## config.mk

```make
export PLATFORM = sky130hd
export DESIGN_NAME = pdio_ctrl
export DESIGN_NICKNAME = d
export VERILOG_FILES = /design/src/rtl/pdio_pkg.sv /design/src/rtl/pdio_sync.sv /design/src/rtl/pdio_edge_port.sv /design/src/rtl/pdio_ctrl.sv
export SDC_FILE = /design/constraint.sdc
export NUM_CORES = 1
export LEC_CHECK = 0
export ABC_AREA = 1
export BUFFER_PORTS_ARGS = -buffer_cell sky130_fd_sc_hd__buf_4
export CAP_MARGIN = 30
export CORE_MARGIN = 4
export CORE_UTILIZATION = 55
export DETAILED_ROUTE_END_ITERATION = 10
export MAX_ROUTING_LAYER = met4
export PLACE_DENSITY_LB_ADDON = 0.3
export SLEW_MARGIN = 20
export SYNTH_ARGS = -nofsm -noshare
export SYNTH_HDL_FRONTEND = slang
export SYNTH_SLANG_ARGS = --single-unit
```

## constraint.sdc

```tcl
create_clock -name clk -period 21.8 [get_ports clk]
set_input_delay 3.27 -clock clk [delete_from_list [all_inputs] [get_ports clk]]
set_output_delay 3.27 -clock clk [all_outputs]
set_load 0.01 [all_outputs]
```

## src/rtl/pdio_pkg.sv

```systemverilog
package pdio_pkg;

  typedef enum logic [1:0] {
    PG_NONE = 2'd0,
    PG_POL  = 2'd1,
    PG_EN   = 2'd2,
    PG_ID   = 2'd3
  } page_e;

  localparam int ADDR_PEND = 6;
  localparam int ADDR_CTRL = 7;
  localparam int ADDR_WIN0 = 8;

endpackage

```

## src/rtl/pdio_sync.sv

```systemverilog
module pdio_sync #(
  parameter int W = 8
) (
  input  logic         clk,
  input  logic         rst_n,
  input  logic [W-1:0] d,
  output logic [W-1:0] q
);

  logic [W-1:0] meta_q;
  logic [W-1:0] stab_q;

  always_ff @(posedge clk or negedge rst_n) begin
    if (!rst_n) begin
      meta_q <= '0;
      stab_q <= '0;
    end else begin
      meta_q <= d;
      stab_q <= meta_q;
    end
  end

  assign q = stab_q;

endmodule

```

## src/rtl/pdio_edge_port.sv

```systemverilog
module pdio_edge_port #(
  parameter int W = 8
) (
  input  logic         clk,
  input  logic         rst_n,
  input  logic [W-1:0] lvl,
  input  logic         pol_we,
  input  logic         en_we,
  input  logic         clr_we,
  input  logic [W-1:0] wdata,
  output logic [W-1:0] flags,
  output logic         hit,
  output logic         any
);

  logic [W-1:0] prev_q, prev_d;
  logic [W-1:0] pol_q, pol_d;
  logic [W-1:0] en_q, en_d;
  logic [W-1:0] flg_q, flg_d;
  logic [W-1:0] rise, fall, seen;

  always_comb begin
    rise   = lvl & ~prev_q;
    fall   = ~lvl & prev_q;
    seen   = (pol_q & rise) | (~pol_q & fall);
    prev_d = lvl;
    pol_d  = pol_q;
    en_d   = en_q;
    flg_d  = flg_q;
    if (pol_we) pol_d = wdata;
    if (en_we)  en_d  = wdata;
    if (clr_we) flg_d = flg_q & wdata;
    flg_d = flg_d | (seen & en_q);
  end

  always_ff @(posedge clk or negedge rst_n) begin
    if (!rst_n) begin
      prev_q <= '0;
      pol_q  <= '0;
      en_q   <= '0;
      flg_q  <= '0;
    end else begin
      prev_q <= prev_d;
      pol_q  <= pol_d;
      en_q   <= en_d;
      flg_q  <= flg_d;
    end
  end

  assign flags = flg_q;
  assign hit   = |(flg_q & en_q);
  assign any   = |flg_q;

  // without a clear write, latched flags never drop
  p_flag_sticky_r6: assert property (@(posedge clk) disable iff (!rst_n)
    !clr_we |=> ((flg_q & $past(flg_q)) == $past(flg_q)));

  // a newly set flag needs its enable bit in the cycle before
  p_flag_needs_en_r5: assert property (@(posedge clk) disable iff (!rst_n)
    1'b1 |=> ((flg_q & ~$past(flg_q) & ~$past(en_q)) == '0));

endmodule

```

## src/rtl/pdio_ctrl.sv

```systemverilog
module pdio_ctrl
  import pdio_pkg::*;
#(
  parameter int PORTS     = 6,
  parameter int IRQ_PORTS = 3,
  parameter int W         = 8,
  parameter int AW        = 4
) (
  input  logic                 clk,
  input  logic                 rst_n,
  input  logic [AW-1:0]        bus_addr,
  input  logic                 bus_wr,
  input  logic [W-1:0]         bus_wdata,
  output logic [W-1:0]         bus_rdata,
  input  logic [PORTS*W-1:0]   pin_in,
  output logic [PORTS*W-1:0]   pin_out,
  output logic [IRQ_PORTS-1:0] pend_o,
  output logic                 irq_o
);

  localparam int LINES = PORTS * W;

  // reset: asserted asynchronously, released on the clock
  logic rst_meta_q, rst_q, rst_i;
  always_ff @(posedge clk or negedge rst_n) begin
    if (!rst_n) begin
      rst_meta_q <= 1'b0;
      rst_q      <= 1'b0;
    end else begin
      rst_meta_q <= 1'b1;
      rst_q      <= rst_meta_q;
    end
  end
  assign rst_i = rst_q;

  // synchronized input levels
  logic [LINES-1:0] lvl;
  pdio_sync #(.W(LINES)) u_sync (
    .clk  (clk),
    .rst_n(rst_i),
    .d    (pin_in),
    .q    (lvl)
  );

  // control register: page and locks
  page_e            page_q, page_d;
  logic [PORTS-1:0] lock_q, lock_d;
  logic             ctrl_we;

  assign ctrl_we = bus_wr && (bus_addr == AW'(ADDR_CTRL));

  always_comb begin
    page_d = page_q;
    lock_d = lock_q;
    if (ctrl_we) begin
      page_d = page_e'(bus_wdata[W-1:W-2]);
      lock_d = bus_wdata[PORTS-1:0];
    end
  end

  always_ff @(posedge clk or negedge rst_i) begin
    if (!rst_i) begin
      page_q <= PG_NONE;
      lock_q <= '0;
    end else begin
      page_q <= page_d;
      lock_q <= lock_d;
    end
  end

  // port output latches
  logic [PORTS-1:0] port_sel;
  logic [LINES-1:0] out_q, out_d;

  always_comb begin
    out_d = out_q;
    for (int i = 0; i < PORTS; i++) begin
      port_sel[i] = bus_wr && (bus_addr == AW'(i));
      if (port_sel[i] && !lock_q[i]) out_d[i*W +: W] = bus_wdata;
    end
  end

  always_ff @(posedge clk or negedge rst_i) begin
    if (!rst_i) out_q <= '0;
    else        out_q <= out_d;
  end

  assign pin_out = out_q;

  // edge-capable ports
  logic [W-1:0]         flags_a [IRQ_PORTS];
  logic [IRQ_PORTS-1:0] hit_a;
  logic [IRQ_PORTS-1:0] any_a;

  for (genvar j = 0; j < IRQ_PORTS; j++) begin : g_edge
    logic win_we;
    assign win_we = bus_wr && (bus_addr == AW'(ADDR_WIN0 + j));

    pdio_edge_port #(.W(W)) u_port (
      .clk   (clk),
      .rst_n (rst_i),
      .lvl   (lvl[j*W +: W]),
      .pol_we(win_we && (page_q == PG_POL)),
      .en_we (win_we && (page_q == PG_EN)),
      .clr_we(win_we && (page_q == PG_ID)),
      .wdata (bus_wdata),
      .flags (flags_a[j]),
      .hit   (hit_a[j]),
      .any   (any_a[j])
    );
  end

  assign pend_o = any_a;
  assign irq_o  = |hit_a;

  // read mux
  always_comb begin
    bus_rdata = '0;
    for (int i = 0; i < PORTS; i++) begin
      if (bus_addr == AW'(i)) bus_rdata = lvl[i*W +: W];
    end
    if (bus_addr == AW'(ADDR_PEND)) bus_rdata = W'(any_a);
    for (int j = 0; j < IRQ_PORTS; j++) begin
      if ((bus_addr == AW'(ADDR_WIN0 + j)) && (page_q == PG_ID))
        bus_rdata = flags_a[j];
    end
  end

  // a write aimed at a locked port leaves every output latch as it was
  p_locked_hold_r3: assert property (@(posedge clk) disable iff (!rst_i)
    (|(port_sel & lock_q)) |=> $stable(out_q));

  // the interrupt line implies at least one pending port
  p_irq_pend_r8: assert property (@(posedge clk) disable iff (!rst_i)
    irq_o |-> (pend_o != '0));

endmodule

```

Word level (Yosys, flattened, before mapping)
Cells that the tools add are included.
{ "op_classes": {"add_sub_neg": 0, "n_reduce_logical": 39, "order_cmp": 0, "n_shift": 0, "div_mod_pow": 0, "mul": 0, "bitwise": 36, "n_eq_ne": 13, "muxes": 13} }
{ "op_table": {"columns": ["cell", "n"], "rows": [
  ["AND 8 bit", 21],
  ["two-way mux 8 bit", 13],
  ["NOT 8 bit", 9],
  ["OR 8 bit", 6],
  ["logical AND 1 bit", 28],
  ["OR reduction 24 bit", 1],
  ["OR reduction 8 bit", 3],
  ["== test 4 x 3 -> 1 bit, second input constant", 4],
  ["== test 4 bit, second input constant", 3],
  ["== test 4 x 2 -> 1 bit, second input constant", 2],
  ["zero test 1 bit", 6],
  ["== test 2 bit, second input constant", 2],
  ["== test 4 x 1 -> 1 bit, second input constant", 1],
  ["zero test 4 bit", 1],
  ["== test 2 x 1 -> 1 bit, second input constant", 1]
]} }
{ "totals": {"n_memories": 0, "latchBits": 0, "elab_cells": 125, "regBits": 250, "out_inout_bits": 60, "romBits": 0, "mem_bits_rw": 0, "inputBits": 63} }

Longest topological paths before layout
{ "logic_depth": {"depth_word": 11, "depth_mapped": 9, "mapped_depth_nobuf": 9} }

Modules after synthesis
A second synthesis with hierarchy kept.
{ "hier_totals": {"cells_unflattened": 953, "area_unflattened_um2": 9594.2} }
{ "by_module_without_submodules": {"columns": ["module", "area_each_um2", "seq_area_each_um2", "instances", "cells_each"], "rows": [
  ["pdio_edge_port", 1407.6, 800.8, 3, 157],
  ["pdio_ctrl", 2969.1, 1451.4, 1, 386],
  ["pdio_sync", 2402.3, 2402.3, 1, 96]
]} }

Least setup slack after synthesis
OpenSTA, ideal clock, no wires.
{ "synth_timing": {"path_kind": "input port to output port", "start": "in bus_addr[1]", "end": "out bus_rdata[0]", "t_arrival_ns": 4.146, "n_path_buf": 0, "slack_ns": 14.384, "cell_stages": 5, "cell_sequence": "nor2_1 -> nand3b_1 -> or2_2 -> nand2_1 -> nand3_1"} }
{ "synth_via": {"elab_chain_len": 11, "word_cells_on_any_way": 23} }
{ "synth_lines": {"columns": ["item", "line_no", "text"], "rows": [
  ["start, declared", "pdio_ctrl.sv:11", "input logic [AW-1:0] bus_addr,"],
  ["zero test 4 bit", "pdio_ctrl.sv:120", "if (bus_addr == AW'(i)) bus_rdata = lvl[i*W +: W];"],
  ["two-way mux 8 bit (6 in series)", "pdio_ctrl.sv:120", null],
  ["two-way mux 8 bit", "pdio_ctrl.sv:122", "if (bus_addr == AW'(ADDR_PEND)) bus_rdata = W'(any_a);"],
  ["two-way mux 8 bit (2 in series)", "pdio_ctrl.sv:124", "if ((bus_addr == AW'(ADDR_WIN0 + j)) && (page_q == PG_ID))"],
  ["two-way mux 8 bit (*)", "pdio_ctrl.sv:124", null],
  ["end, declared", "pdio_ctrl.sv:14", "output logic [W-1:0] bus_rdata,"]
]} }
Every way passes the cells marked *; elsewhere a longest branch is shown, timed or not.

Worst setup path in the final report
{ "layout_timing": {"start": "in bus_addr[0]", "end": "out bus_rdata[4]"} }
Same word-level chain as after synthesis.

==> flow_metrics.env <==
export IMPL_h_tree_depth=1
export IMPL_start_kind="input port"
export IMPL_cts_tree="yes"
export IMPL_drtPass1Iterations=5
export IMPL_hold_viol=0
export IMPL_hold_class="flip-flop to async pin"
export IMPL_grt_pass1_vias=6629
export IMPL_status="finished clean"
export IMPL_die_y_um=137
export IMPL_clock_skew_ns=0.00846
export IMPL_max_slew_margin_pct=40.2
export IMPL_die_x_um=137
export IMPL_worstRegToRegCells=4
export IMPL_power_mw=1.22
export IMPL_cp_data_arrival_time_ns=4.84
export IMPL_die_area_um2=18900
export IMPL_path_cells="buf_4, inv_1, nand2_1, nor2_1, a21oi_1, nand3_1, nand2_1, nand4_1, buf_4"
export IMPL_crit_type="input port to output port"
export IMPL_viasPerCell=5.44
export IMPL_setup_ws_ns=13.69
export IMPL_netlist_instances=875
export IMPL_routabilityCongestion=0.940
export IMPL_cap_violations=0
export IMPL_fin_util_pct=68.3
export IMPL_power_density_nw_per_um2=108
export IMPL_worst_path_largest_cell_delay_ns=0.62
export IMPL_initial_core_util_pct=55.9
export IMPL_final_common_cell="dfrtp_1"
export IMPL_tightest_slew_ns=0.892
export IMPL_post_cts_buffers=0
export IMPL_fmax_mhz=123
export IMPL_rsz0062_at_grt="no"
export IMPL_final_antenna_net_count=0
export IMPL_grt_max_degree=77
export IMPL_endpoint_kind="output port"
export IMPL_dp_hpwl_mm=15.3
export IMPL_area_growth_pct=22.2
export IMPL_timing_rr_start="page_q[0]"
export IMPL_cts_sinks=250
export IMPL_drt_initial_drc_count=753
export IMPL_grt_pass1_wl_mm=34.9
export IMPL_seq_power_share_pct=48.6
export IMPL_fin_crit_ns=8.11
export IMPL_synth_warnings=0
export IMPL_pwr_share_clk_pct=37.0
export IMPL_num_antenna_cells=0
export IMPL_peakVddDrop_mv=0.0737
export IMPL_instances_no_fill=1242
export IMPL_grt_antenna_before_repair=0
export IMPL_clockBufferDepth=3
export IMPL_leakagePower_nw=5.21
export IMPL_syn_nets=938
export IMPL_r2r_end="g_edge[0].u_port.pol_q[0]"
export IMPL_synthDistinctLibCells=31
export IMPL_r2r_slack_ns=19.88
export IMPL_netlist_area_um2=9200
export IMPL_path_clk_slew_ns=0.06
export IMPL_slowest_stage="nor2_1"
export IMPL_crit_fanout=8
export IMPL_cts_buffers=25
export IMPL_gr_total_overflow=0
export IMPL_seq_area_frac_synth_pct=68.0
export IMPL_drcViolationCount=0
export IMPL_drive_gt1_share_pct=20.9
export IMPL_required_ns=18.53
export IMPL_io_pins=123
export IMPL_most_common_layout_cells="249 x dfrtp_1, 209 x nand2_1, 124 x buf_4"
export IMPL_vias=6760
export IMPL_p_int_mw=0.889
export IMPL_root_buffer="clkbuf_16"
export IMPL_rows=47
export IMPL_fin_tns_setup_ns=0
export IMPL_finalMaxSlewViolations=0
export IMPL_combinationalPowerShare_pct=14.4
export IMPL_path_buf_inv=3
export IMPL_core_um2=16500
export IMPL_ctsResizeCount=0
export IMPL_nNetsFinal=1066
export IMPL_cp_top_family="simple AND/OR/NAND/NOR gates"
export IMPL_dp_cells=1195
export IMPL_fin_crit_sh_pct=37.2
export IMPL_avgRoutedWirePerCell_um=17.9
export IMPL_postCtsHoldBufs=0
export IMPL_synth_area_per_cell_um2=10.5
export IMPL_io_buffers=122
export IMPL_synth_seq_cells=250
export IMPL_p_sw_mw=0.328
export IMPL_wl_mm=22.3
export IMPL_swShare_pct=26.9
export IMPL_setup_viol=0
export IMPL_place_ws_ns=13.78
export IMPL_grt_use_total_pct=24.8
export IMPL_clk_latency_ns=0.52
-- cell type report --
| class | instances | area, um^2 |
|---|---|---|
| sequential | 250 | 6260 |
| fill | 1288 | 5230 |
| multi-input combinational | 547 | 2610 |
| timing repair buffer | 127 | 1010 |
| clock buffer | 30 | 684 |
| tap | 220 | 275 |
| clock inverter | 16 | 199 |
| inverter | 52 | 198 |
-- power by group through the flow --
stage	combinational, mW	clock [mW]	sequential, mW
detailed placement	0.174	0	0.597
CTS	0.176	0.457	0.591
floorplan	0.0815	0	0.598
global placement	0.165	0	0.598
finish	0.175	0.451	0.591
global route	0.196	0.479	0.600
-- worst register-to-register path, cell delays in order, from the launching register on --
cell     delay, ns
dfrtp_1       0.36
inv_1         0.07
nor2_1        0.17
nand3_1       0.59
o21ai_0       0.59
-- metrics by stage --
step                hold WS [ns]  area [um^2]
floorplan                  0.331         9200
global placement           0.333        10300
detailed placement         0.266        10300
CTS                        0.272        11200
global route               0.294        11200
finish                     0.255        11200
-- cell families (layout without fill, tap and decap cells) --
kind of cell | after synthesis | count (layout) | synth area share, %
AOI/OAI and AO/OA | 183 | 183 | 10.5
buffers and inverters | 78 | 225 | 3.64
DFF | 250 | 250 | 68.0
other | 1 | 1 | 0.0408
and+or+nand+nor | 363 | 363 | 17.8
-- how the worst max path moves through the flow --
| stage | start | endpoint | cells after the start |
|---|---|---|---|
| 2_1_floorplan | rst_i | g_edge[0].u_port.en_q[0] | 0 |
| 3_3_place_gp | bus_addr[0] | bus_rdata[7] | 9 |
| 3_5_place_dp | bus_addr[1] | bus_rdata[4] | 9 |
| 4_1_cts | bus_addr[0] | bus_rdata[4] | 9 |
| 5_1_grt | bus_addr[0] | bus_rdata[6] | 9 |
| 6_report | bus_addr[0] | bus_rdata[4] | 9 |
-- sequential cells by signal, summed over array words and instances (netlist names) --
| signal | flops |
|---|---|
| pin_out | 48 |
| u_sync.meta_q | 48 |
| u_sync.q | 48 |
| g_edge.u_port.en_q | 24 |
| g_edge.u_port.flags | 24 |
| g_edge.u_port.pol_q | 24 |
| g_edge.u_port.prev_q | 24 |
| lock_q | 6 |
| page_q | 2 |
| rst_i | 1 |
| rst_meta_q | 1 |
-- Yosys cell counts (all sizes together) --
master | number | area, um^2
conb | 1 | 3.75
or2 | 7 | 43.8
nor2 | 75 | 338
o21ai | 128 | 671
a21oi | 51 | 263
nand3b | 23 | 173
nor4 | 2 | 27.5
or3 | 1 | 6.26
a221oi | 2 | 17.5
o21a | 2 | 15.0
inv | 52 | 198
nor3 | 2 | 26.3
buf | 14 | 92.6
nand3 | 27 | 135
nand4 | 12 | 75.1
dfrtp | 250 | 6260
clkbuf | 12 | 45.0
nand2 | 214 | 816
-- routing by layer --
layer	GRT usage (%)	wire, um
met4	11.0	1020
met2	38.4	10700
met5	-	0
met1	32.8	9110
met3	4.05	1490
Note: power is estimated with default switching activity, not from simulation.
